**src/rtl/rf_pkg.sv**
```systemverilog
package rf_pkg;

    localparam int NUM_REGS  = 16;
    localparam int RIDX_W    = $clog2(NUM_REGS);
    localparam int SP_IDX    = 13;
    localparam int LR_IDX    = 14;
    localparam int HI_BASE   = 8;
    localparam int HI_CNT    = 5;
    localparam int NUM_BANKS = 6;
    localparam int BANK_W    = $clog2(NUM_BANKS);
    localparam int MODE_W    = 5;

    typedef enum logic [MODE_W-1:0] {
        PM_USR = 5'h10,
        PM_FIQ = 5'h11,
        PM_IRQ = 5'h12,
        PM_SVC = 5'h13,
        PM_ABT = 5'h17,
        PM_UND = 5'h1B,
        PM_SYS = 5'h1F
    } pmode_e;

    typedef enum logic [BANK_W-1:0] {
        BK_PLAIN = 3'd0,
        BK_FIQ   = 3'd1,
        BK_IRQ   = 3'd2,
        BK_SVC   = 3'd3,
        BK_ABT   = 3'd4,
        BK_UND   = 3'd5
    } bank_e;

    typedef struct packed {
        logic  bank_sw;
        logic  hi_sw;
        bank_e old_bank;
        bank_e new_bank;
        logic  old_hi;
        logic  new_hi;
    } swap_ctl_t;

    function automatic bank_e bank_of(input logic [MODE_W-1:0] m);
        bank_e b;
        case (m)
            PM_FIQ:  b = BK_FIQ;
            PM_IRQ:  b = BK_IRQ;
            PM_SVC:  b = BK_SVC;
            PM_ABT:  b = BK_ABT;
            PM_UND:  b = BK_UND;
            default: b = BK_PLAIN;
        endcase
        return b;
    endfunction

    function automatic logic uses_fiq_hi(input bank_e b);
        return (b == BK_FIQ);
    endfunction

endpackage

```
**src/rtl/rf_mode_ctl.sv**
```systemverilog
module rf_mode_ctl
    import rf_pkg::*;
(
    input  logic              clk,
    input  logic              rst,
    input  logic              mode_chg,
    input  logic [MODE_W-1:0] mode_new,
    output logic [MODE_W-1:0] mode_q,
    output swap_ctl_t         swap
);

    bank_e cur_bank;
    bank_e req_bank;
    logic  rst_seen_q;

    always_comb begin
        cur_bank      = bank_of(mode_q);
        req_bank      = bank_of(mode_new);
        swap.old_bank = cur_bank;
        swap.new_bank = req_bank;
        swap.old_hi   = uses_fiq_hi(cur_bank);
        swap.new_hi   = uses_fiq_hi(req_bank);
        swap.bank_sw  = mode_chg && (req_bank != cur_bank);
        swap.hi_sw    = swap.bank_sw && (swap.old_hi != swap.new_hi);
    end

    always_ff @(posedge clk) begin
        if (rst) begin
            mode_q <= PM_SYS;
        end else if (mode_chg) begin
            mode_q <= mode_new;
        end
    end

    always_ff @(posedge clk) begin
        rst_seen_q <= rst;
        if (!rst && rst_seen_q) begin
            AST_RESET_MODE: assert (mode_q == PM_SYS);
        end
    end

    AST_MODE_FOLLOWS: assert property (@(posedge clk) disable iff (rst)
        mode_chg |=> (mode_q == $past(mode_new)));

    AST_MODE_HOLDS: assert property (@(posedge clk) disable iff (rst)
        !mode_chg |=> $stable(mode_q));

endmodule

```
**src/rtl/rf_bank_store.sv**
```systemverilog
module rf_bank_store
    import rf_pkg::*;
#(
    parameter int XLEN = 32
) (
    input  logic                         clk,
    input  logic                         rst,
    input  swap_ctl_t                    swap,
    input  logic [XLEN-1:0]              save_sp,
    input  logic [XLEN-1:0]              save_lr,
    input  logic [XLEN-1:0]              save_spsr,
    input  logic [HI_CNT-1:0][XLEN-1:0]  save_hi,
    output logic [XLEN-1:0]              load_sp,
    output logic [XLEN-1:0]              load_lr,
    output logic [XLEN-1:0]              load_spsr,
    output logic [HI_CNT-1:0][XLEN-1:0]  load_hi
);

    localparam int HI_SETS = 2;

    logic [NUM_BANKS-1:0][XLEN-1:0]           sp_m;
    logic [NUM_BANKS-1:0][XLEN-1:0]           lr_m;
    logic [NUM_BANKS-1:0][XLEN-1:0]           spsr_m;
    logic [HI_SETS-1:0][HI_CNT-1:0][XLEN-1:0] hi_m;

    for (genvar b = 0; b < NUM_BANKS; b++) begin : g_bank
        always_ff @(posedge clk) begin
            if (rst) begin
                sp_m[b]   <= '0;
                lr_m[b]   <= '0;
                spsr_m[b] <= '0;
            end else if (swap.bank_sw && (swap.old_bank == bank_e'(b))) begin
                sp_m[b]   <= save_sp;
                lr_m[b]   <= save_lr;
                spsr_m[b] <= save_spsr;
            end
        end
    end

    for (genvar s = 0; s < HI_SETS; s++) begin : g_hi
        always_ff @(posedge clk) begin
            if (rst) begin
                hi_m[s] <= '0;
            end else if (swap.hi_sw && (swap.old_hi == s[0])) begin
                hi_m[s] <= save_hi;
            end
        end
    end

    always_comb begin
        load_sp   = sp_m[swap.new_bank];
        load_lr   = lr_m[swap.new_bank];
        load_spsr = spsr_m[swap.new_bank];
        load_hi   = hi_m[swap.new_hi];
    end

    AST_BANK_SAVED: assert property (@(posedge clk) disable iff (rst)
        swap.bank_sw |=> (sp_m[$past(swap.old_bank)] == $past(save_sp)));

    AST_HI_SAVED: assert property (@(posedge clk) disable iff (rst)
        swap.hi_sw |=> (hi_m[$past(swap.old_hi)] == $past(save_hi)));

endmodule

```
**src/rtl/rf_visible.sv**
```systemverilog
module rf_visible
    import rf_pkg::*;
#(
    parameter int XLEN = 32
) (
    input  logic                          clk,
    input  logic                          rst,
    input  logic                          wr_en,
    input  logic [RIDX_W-1:0]             wr_addr,
    input  logic [XLEN-1:0]               wr_data,
    input  logic                          spsr_wr_en,
    input  logic [XLEN-1:0]               spsr_wr_data,
    input  swap_ctl_t                     swap,
    input  logic [XLEN-1:0]               load_sp,
    input  logic [XLEN-1:0]               load_lr,
    input  logic [XLEN-1:0]               load_spsr,
    input  logic [HI_CNT-1:0][XLEN-1:0]   load_hi,
    output logic [NUM_REGS-1:0][XLEN-1:0] regs_q,
    output logic [XLEN-1:0]               spsr_q,
    output logic [XLEN-1:0]               save_sp,
    output logic [XLEN-1:0]               save_lr,
    output logic [XLEN-1:0]               save_spsr,
    output logic [HI_CNT-1:0][XLEN-1:0]   save_hi
);

    logic [NUM_REGS-1:0][XLEN-1:0] regs_post;
    logic [NUM_REGS-1:0][XLEN-1:0] regs_nx;
    logic [XLEN-1:0]               spsr_post;
    logic [XLEN-1:0]               spsr_nx;
    logic                          rst_seen_q;

    always_comb begin
        regs_post = regs_q;
        if (wr_en) begin
            regs_post[wr_addr] = wr_data;
        end
        spsr_post = spsr_wr_en ? spsr_wr_data : spsr_q;
    end

    always_comb begin
        save_sp   = regs_post[SP_IDX];
        save_lr   = regs_post[LR_IDX];
        save_spsr = spsr_post;
        for (int i = 0; i < HI_CNT; i++) begin
            save_hi[i] = regs_post[HI_BASE + i];
        end
    end

    always_comb begin
        regs_nx = regs_post;
        spsr_nx = spsr_post;
        if (swap.bank_sw) begin
            regs_nx[SP_IDX] = load_sp;
            regs_nx[LR_IDX] = load_lr;
            spsr_nx         = load_spsr;
        end
        if (swap.hi_sw) begin
            for (int i = 0; i < HI_CNT; i++) begin
                regs_nx[HI_BASE + i] = load_hi[i];
            end
        end
    end

    always_ff @(posedge clk) begin
        if (rst) begin
            regs_q <= '0;
            spsr_q <= '0;
        end else begin
            regs_q <= regs_nx;
            spsr_q <= spsr_nx;
        end
    end

    always_ff @(posedge clk) begin
        rst_seen_q <= rst;
        if (!rst && rst_seen_q) begin
            AST_RESET_CLEAR: assert (regs_q == '0 && spsr_q == '0);
        end
    end

    AST_SAME_GROUP_HOLD: assert property (@(posedge clk) disable iff (rst)
        (!swap.bank_sw && !wr_en && !spsr_wr_en)
            |=> ($stable(regs_q) && $stable(spsr_q)));

    AST_HI_UNTOUCHED: assert property (@(posedge clk) disable iff (rst)
        (!swap.hi_sw && !wr_en)
            |=> $stable(regs_q[HI_BASE +: HI_CNT]));

    AST_WRITE_LANDS: assert property (@(posedge clk) disable iff (rst)
        (wr_en && !swap.bank_sw)
            |=> (regs_q[$past(wr_addr)] == $past(wr_data)));

endmodule

```
**src/rtl/mbrf_top.sv**
```systemverilog
module mbrf_top
    import rf_pkg::*;
#(
    parameter int XLEN = 32
) (
    input  logic              clk,
    input  logic              rst,
    input  logic [3:0]        rd_addr_a,
    output logic [XLEN-1:0]   rd_data_a,
    input  logic [3:0]        rd_addr_b,
    output logic [XLEN-1:0]   rd_data_b,
    input  logic              wr_en,
    input  logic [3:0]        wr_addr,
    input  logic [XLEN-1:0]   wr_data,
    input  logic              spsr_wr_en,
    input  logic [XLEN-1:0]   spsr_wr_data,
    output logic [XLEN-1:0]   spsr_rd,
    input  logic              mode_chg,
    input  logic [4:0]        mode_new,
    output logic [4:0]        mode_cur
);

    swap_ctl_t                     swap;
    logic [NUM_REGS-1:0][XLEN-1:0] regs_q;
    logic [XLEN-1:0]               spsr_q;
    logic [XLEN-1:0]               save_sp, save_lr, save_spsr;
    logic [XLEN-1:0]               load_sp, load_lr, load_spsr;
    logic [HI_CNT-1:0][XLEN-1:0]   save_hi, load_hi;

    rf_mode_ctl u_mode (
        .clk      (clk),
        .rst      (rst),
        .mode_chg (mode_chg),
        .mode_new (mode_new),
        .mode_q   (mode_cur),
        .swap     (swap)
    );

    rf_bank_store #(.XLEN(XLEN)) u_store (
        .clk       (clk),
        .rst       (rst),
        .swap      (swap),
        .save_sp   (save_sp),
        .save_lr   (save_lr),
        .save_spsr (save_spsr),
        .save_hi   (save_hi),
        .load_sp   (load_sp),
        .load_lr   (load_lr),
        .load_spsr (load_spsr),
        .load_hi   (load_hi)
    );

    rf_visible #(.XLEN(XLEN)) u_vis (
        .clk          (clk),
        .rst          (rst),
        .wr_en        (wr_en),
        .wr_addr      (wr_addr),
        .wr_data      (wr_data),
        .spsr_wr_en   (spsr_wr_en),
        .spsr_wr_data (spsr_wr_data),
        .swap         (swap),
        .load_sp      (load_sp),
        .load_lr      (load_lr),
        .load_spsr    (load_spsr),
        .load_hi      (load_hi),
        .regs_q       (regs_q),
        .spsr_q       (spsr_q),
        .save_sp      (save_sp),
        .save_lr      (save_lr),
        .save_spsr    (save_spsr),
        .save_hi      (save_hi)
    );

    assign rd_data_a = regs_q[rd_addr_a];
    assign rd_data_b = regs_q[rd_addr_b];
    assign spsr_rd   = spsr_q;

endmodule

```
**config.mk**
```make
export PLATFORM = sky130hd
export DESIGN_NAME = mbrf_top
export DESIGN_NICKNAME = d
export VERILOG_FILES = /design/src/rtl/rf_pkg.sv /design/src/rtl/rf_mode_ctl.sv /design/src/rtl/rf_bank_store.sv /design/src/rtl/rf_visible.sv /design/src/rtl/mbrf_top.sv
export SDC_FILE = /design/constraint.sdc
export NUM_CORES = 2
export LEC_CHECK = 0
export BUFFER_PORTS_ARGS = -buffer_cell sky130_fd_sc_hd__buf_4
export CAP_MARGIN = 10
export CORE_ASPECT_RATIO = 0.75
export CORE_MARGIN = 10
export CORE_UTILIZATION = 24
export CTS_CLUSTER_SIZE = 40
export DETAILED_ROUTE_END_ITERATION = 6
export GPL_TIMING_DRIVEN = 0
export PLACE_DENSITY = 0.41
export SLEW_MARGIN = 20
export SYNTH_ARGS = -nofsm -noshare
export SYNTH_HDL_FRONTEND = slang
export SYNTH_HIERARCHICAL = 1
export SYNTH_SLANG_ARGS = --single-unit
```
**constraint.sdc**
```tcl
create_clock -name clk -period 3.27 [get_ports clk]
set_input_delay 0.327 -clock clk [delete_from_list [all_inputs] [get_ports clk]]
set_output_delay 0.327 -clock clk [all_outputs]
set_load 0.1 [all_outputs]
```
; ---- Yosys cells after proc, flatten, opt, wreduce, memory -nomap -nowiden
; Index checks and enable logic that the tools add are counted.
[word_totals]
ramBits = 0
n_memories = 0
out_inout_bits = 101
elab_cells = 105
register_bits = 1445
romBits = 0
latch_bits = 0
in_bits = 86
[classes]
n_bitwise = 1
n_eq_ne = 18
n_div = 0
magnitude_cmp = 6
n_mul = 0
addsub = 0
reduce_logical = 12
shifts = 0
n_mux = 22
[ops]
columns = cell, count
row1 = bitwise mux 512 bit, 1
row2 = 2-to-1 mux 160 bit, 3
row3 = 2-to-1 mux 480 bit, 1
row4 = binary-select mux 32 bit (select 3 bit), 3
row5 = binary-select mux 32 bit (select 4 bit), 2
row6 = 2-to-1 mux 32 bit, 8
row7 = demux 32 bit (select 4 bit), 1
row8 = 2-to-1 mux 64 bit, 1
row9 = "equality test 5 bit, second input constant", 10
row10 = case mux 3 bit (5 select lines), 2
row11 = "< comparator 4 x 5 -> 1 bit, second input constant", 3
row12 = logical AND 1 bit, 11
row13 = "equality test 3 x 1 -> 1 bit, second input constant", 2
row14 = "equality test 3 x 2 -> 1 bit, second input constant", 2
row15 = "equality test 3 bit, second input constant", 2
row16 = "greater-or-equal comparator 4 x 1 -> 1 bit, second input constant", 1
row17 = "< comparator 3 x 4 -> 1 bit, second input constant", 1
row18 = zero test 3 bit, 1
row19 = inequality test 3 bit, 1
row20 = "< comparator 1 x 2 -> 1 bit, second input constant", 1
row21 = inequality test 1 bit, 1
row22 = inverter 1 bit, 1

; ---- Longest topological paths before layout
[logic_depth]
word_depth = 7
ltp_mapped = 11
mapped_depth_nobuf = 7

; ---- By module
; Netlist, hierarchy kept.
[by_module_without_submodules]
columns = module, instances, seq_area_each_um2, area_per_inst_um2, cells_per_inst
row1 = rf_bank_store, 1, 17937.2, 37004.2, 4630
row2 = rf_visible, 1, 10890.4, 25568.3, 3214
row3 = mbrf_top, 1, 0.0, 7422.1, 542
row4 = rf_mode_ctl, 1, 100.1, 364.1, 39

; ---- Worst setup path after synthesis
; No wires, ideal clock.
[synth_timing]
kind = register to register
from = register u_mode.mode_q[1]
to = register u_store/lr_m[10] in the netlist's numbering
n_path_buf = 4
t_arrival_ns = 3.019
setup_time_ns = 0.132
t_required_ns = 3.138
period_less_slack_ns = 3.151
stages_incl_launch_ff = 12
path_slack_ns = 0.119
path_cell_list = dfxtp_1 > inv_1 > nor4b_4 > xor2_1 > o31a_1 > buf_4 > or4b_1 > buf_2 > buf_6 > buf_6 > nand2_1 > a21oi_1
[synth_rtl]
columns = item, line
row1 = start: declaration, rf_mode_ctl.sv:8  ; output logic [MODE_W-1:0] mode_q,
row2 = start signal: assignment, rf_mode_ctl.sv:31  ; mode_q <= mode_new;
row3 = end signal: indexed assignment, rf_bank_store.sv:34  ; lr_m[b] <= save_lr;
row4 = end: declaration, rf_bank_store.sv:22  ; logic [NUM_BANKS-1:0][XLEN-1:0] lr_m;

; ---- Final worst setup path
[layout_timing]
from = register u_vis/regs_q[357] in the netlist's numbering
to = output port rd_data_b[5]
[layout_via]
elab_chain_cells = 2
[layout_lines]
columns = item, line
row1 = start: declaration, rf_visible.sv:18  ; output logic [NUM_REGS-1:0][XLEN-1:0] regs_q,
row2 = start signal: assignment, rf_visible.sv:69  ; regs_q <= regs_nx;
row3 = binary-select mux 32 bit (select 4 bit), mbrf_top.sv:75  ; assign rd_data_b = regs_q[rd_addr_b];
row4 = 2-to-1 mux 32 bit (not written as such), mbrf_top.sv:75
row5 = end: declaration, mbrf_top.sv:11  ; output logic [XLEN-1:0] rd_data_b,
; No other way between the ends. The select of a mux whose other input is x is not followed.

==> results.md <==
- Commonest cells after routing, fill and taps aside: 2,086 x nand2_1, 1,445 x dfxtp_1, 1,185 x a21oi_1
- Fraction of registers with async set/reset: 0%
- WL final: around 380,000 um
- Setup TNS: -0.0362 ns
- Gr ovfl total: 0
- Register area share after synthesis: approximately two fifths
- Worst path cell trace: mux4_2, a22oi_1, nand2_1, buf_4
- Ratio of cells with drive above 1 in the final layout: around 16%
- Final hold vios: 0
- Cell family with most CP delay: compound AO/OA/AOI/OAI gates
- Die area: roughly 320,000 sq um
- Startpoint types: flop
- Cell type with the largest total area after synthesis: dfxtp_1
- Most common cell after layout, fill and taps aside: nand2_1
- Slew headroom: around 11%
- Worst Path Required: approximately 2.9 ns
- Area of the multi-input gates: ~37,000 sq um
- Clock Skew: between 0.09 and 0.1 ns
- Core area: roughly 300,000 sq um
- CTS root buffer: clkbuf_16
- Vias per cell: 5.48
- Seq. cell area: between 20,000 and 30,000 sq um
- Sink Count: 1,445
- H-tree levels: 4
- Chip width: 645 um
- CTS tree: yes
- Worst-path clk slew: roughly 0.06 ns
- Total power: ~44 mW
- Post-synth top area share: approximately 40%
- Max_cap viols: 0
- YS warnings: 6
- Worst-margin pin slew: approximately 1.3 ns
- Vias in the first global route: between 60,000 and 70,000
- Max-slew violation count: 0
- Crit path max-delay cell type: a22oi_1
- CP max stage delay: between 0.7 and 0.8 ns
- Mapped Area: just over 70,000 sq um
- Leak: ~26 nW
- Worst Setup End Kind: output pin
- Filler cells: roughly 32,000
- Number of nets in the layout: 8,901
- Worst hold path type: primary input to flop
- Non-Filler Instances: 12,906
- Starting Density: between 20% and 30%
- Area Overhead vs Synth: 18.4%
- Die Height: 489 um
- FMAX: between 300 and 400 MHz
- Buffers added on ports: 148
- First-pass GRT wire length: 524,000 um
- Crit path from: u_vis/regs_q[357]
- Post-synthesis cell type count: 49
- Final min period: roughly 3.3 ns
- Hold Path Origin: wr_data[31]
- Std cell rows: ~170
- Pwr Density: 523 nW/um^2
- R2R Setup Slk: ~0.05 ns
- WL per Instance: slightly below 30 um
- Synth Instances: roughly 8,400
- GR Util All Layers: roughly 23%
- Placed cell count: between 10,000 and 15,000
- Post-synth net total: roughly 8,500
- Crit path max fanout: 3
- Top cells by area, synth: dfxtp_1 41%, nand2_1 11%, a21oi_1 8.4%
- GP Congestion: between 0.9 and 1
- Top FF cell, synth: dfxtp_1
- Crit path kind: flop to output pin
- Dpl hpwl: 295,000 um
- Failing checks: design-rule violations, negative setup slack
- I/O pins: 187
- Outcome: finished with violations
- DRT iter0 DRCs: 9,917
- VDD IR max: ~0.00041 V
- DRC Markers: 23
- Max Root-Sink Buffers: 4
- Via count: roughly 71,000
- Largest net degree at the start of global routing: 17
- Clock insertion delay at the later pin of the skew report: approximately 0.9 ns
- R2R Path Start: u_mode/mode_q[4]
- Critical Path AT: between 2 and 3 ns
- Drt first pass iters: 7
- Initial antenna violation count: 78
- CTS buffer count: 176
- ANT nets after route: 0
- Setup Viol. Count Final: 1
- Synth Register Bits: approximately 1,400
- Final period utilization: 101%
- Crit path buffers/inverters: 1
- Final worst slack: -0.0362 ns
- EDFF count, synth: 0
- Syn Area/Cell: ~8.4 sq um
## what timing repair did
item	4_1_cts	5_1_grt
setup buffers	5	1
endpoints found under the setup margin	726	368
endpoints found under the hold margin	191	0
hold buffers	50	0
pin swaps	2	1
gates resized for setup	49	62
## stage by stage
| stage | util, % | cell area, sq um | hold slack (ns) | setup WS [ns] |
|---|---|---|---|---|
| floorplan | - | 70400 | 0.433 | 0.119 |
| global placement | 26.1 | 76400 | 0.438 | -1.66 |
| detailed placement | 26.3 | 76700 | 0.443 | -1.25 |
| CTS | 28.4 | 83100 | 0.0163 | 0.0171 |
| global route | 28.5 | 83300 | 0.0939 | -0.00103 |
| finish | 28.5 | 83300 | 0.0876 | -0.0362 |
## synth_stat cells (3+ instances only)
cell       instances
mux4_2           256
nand2b_1           5
nor2b_1            7
nand3b_1           3
nor2_1            36
nor4b_4            3
and4bb_2           3
buf_1             56
a221oi_2          71
nand3_1          322
buf_2            221
a22oi_1          128
buf_8              9
nand2_1         2087
buf_6             17
a221oi_1         153
o21ai_1           44
a21oi_1         1186
xor2_1             4
a31oi_1          224
and2_1             5
mux2i_1          228
mux2_2           280
clkbuf_1         564
o221ai_1          96
mux2_1             8
dfxtp_1         1445
nand4bb_1          3
clkbuf_2          12
buf_4             40
o21ai_0          660
inv_1            226
## cells by family (layout without fill, tap and decap cells)
logic type	Yosys count	after routing	share of synthesized area, %
AOI/OAI and AO/OA	2564	2564	21.4
buffers and inverters	1147	1665	7.10
other	0	48	0
muxes	772	772	16.0
DFF	1445	1445	41.1
and+or+nand+nor	2491	2491	14.2
xor gates and xnor gates	6	6	0.0747
## cell type report
class	instances	area share (%)
clock buffer	268	6.34
inverter	227	1.02
buffer	916	5.15
tap	3915	5.88
antenna	48	0.144
timing repair buffer	216	2.35
clock inverter	38	0.465
multi-input combinational	5833	43.9
sequential	1445	34.7
## state kept, by name, summed over array words and instances, names as in the netlist
register        cells
u_mode/mode_q       5
u_store/sp_m      192
u_store/spsr_m    192
u_vis/spsr_q       32
u_store/hi_m      320
u_vis/regs_q      512
u_store/lr_m      192
## routing by layer
| metal | wire length, um | vias up | global-route usage, % |
|---|---|---|---|
| met5 | 236 | - | 0 |
| met4 | 15700 | 30 | 8.68 |
| met3 | 48200 | 702 | 7.92 |
| met2 | 149000 | 3982 | 31.2 |
| met1 | 172000 | 35444 | 33.4 |
| li1 | - | 30596 | - |
## power breakdown
| group | internal, mW | switching, mW |
|---|---|---|
| sequential | 17.9 | 0.531 |
| clock | 11.6 | 8.34 |
| combinational | 1.27 | 3.97 |
| total | 30.7 | 12.8 |
## worst register-to-register path: stages (launching register included)
cell and delay, ns:
dfxtp_1 0.43, nand3b_1 0.19, nor3_4 0.30, xor2_1 0.15, and2_2 0.35, buf_2 0.24
clkbuf_2 0.54, clkbuf_1 0.66, a221oi_2 0.15
## worst paths after layout
check                                         end  cells past startpoint
worst max-delay path                 rd_data_b[5]                      4
worst min-delay path            u_vis/regs_q[319]                      3
worst max register to register  u_vis/regs_q[377]                      8
worst min register to register   u_store/sp_m[85]                      2
No activity file was read; power rests on OpenSTA's default activity.
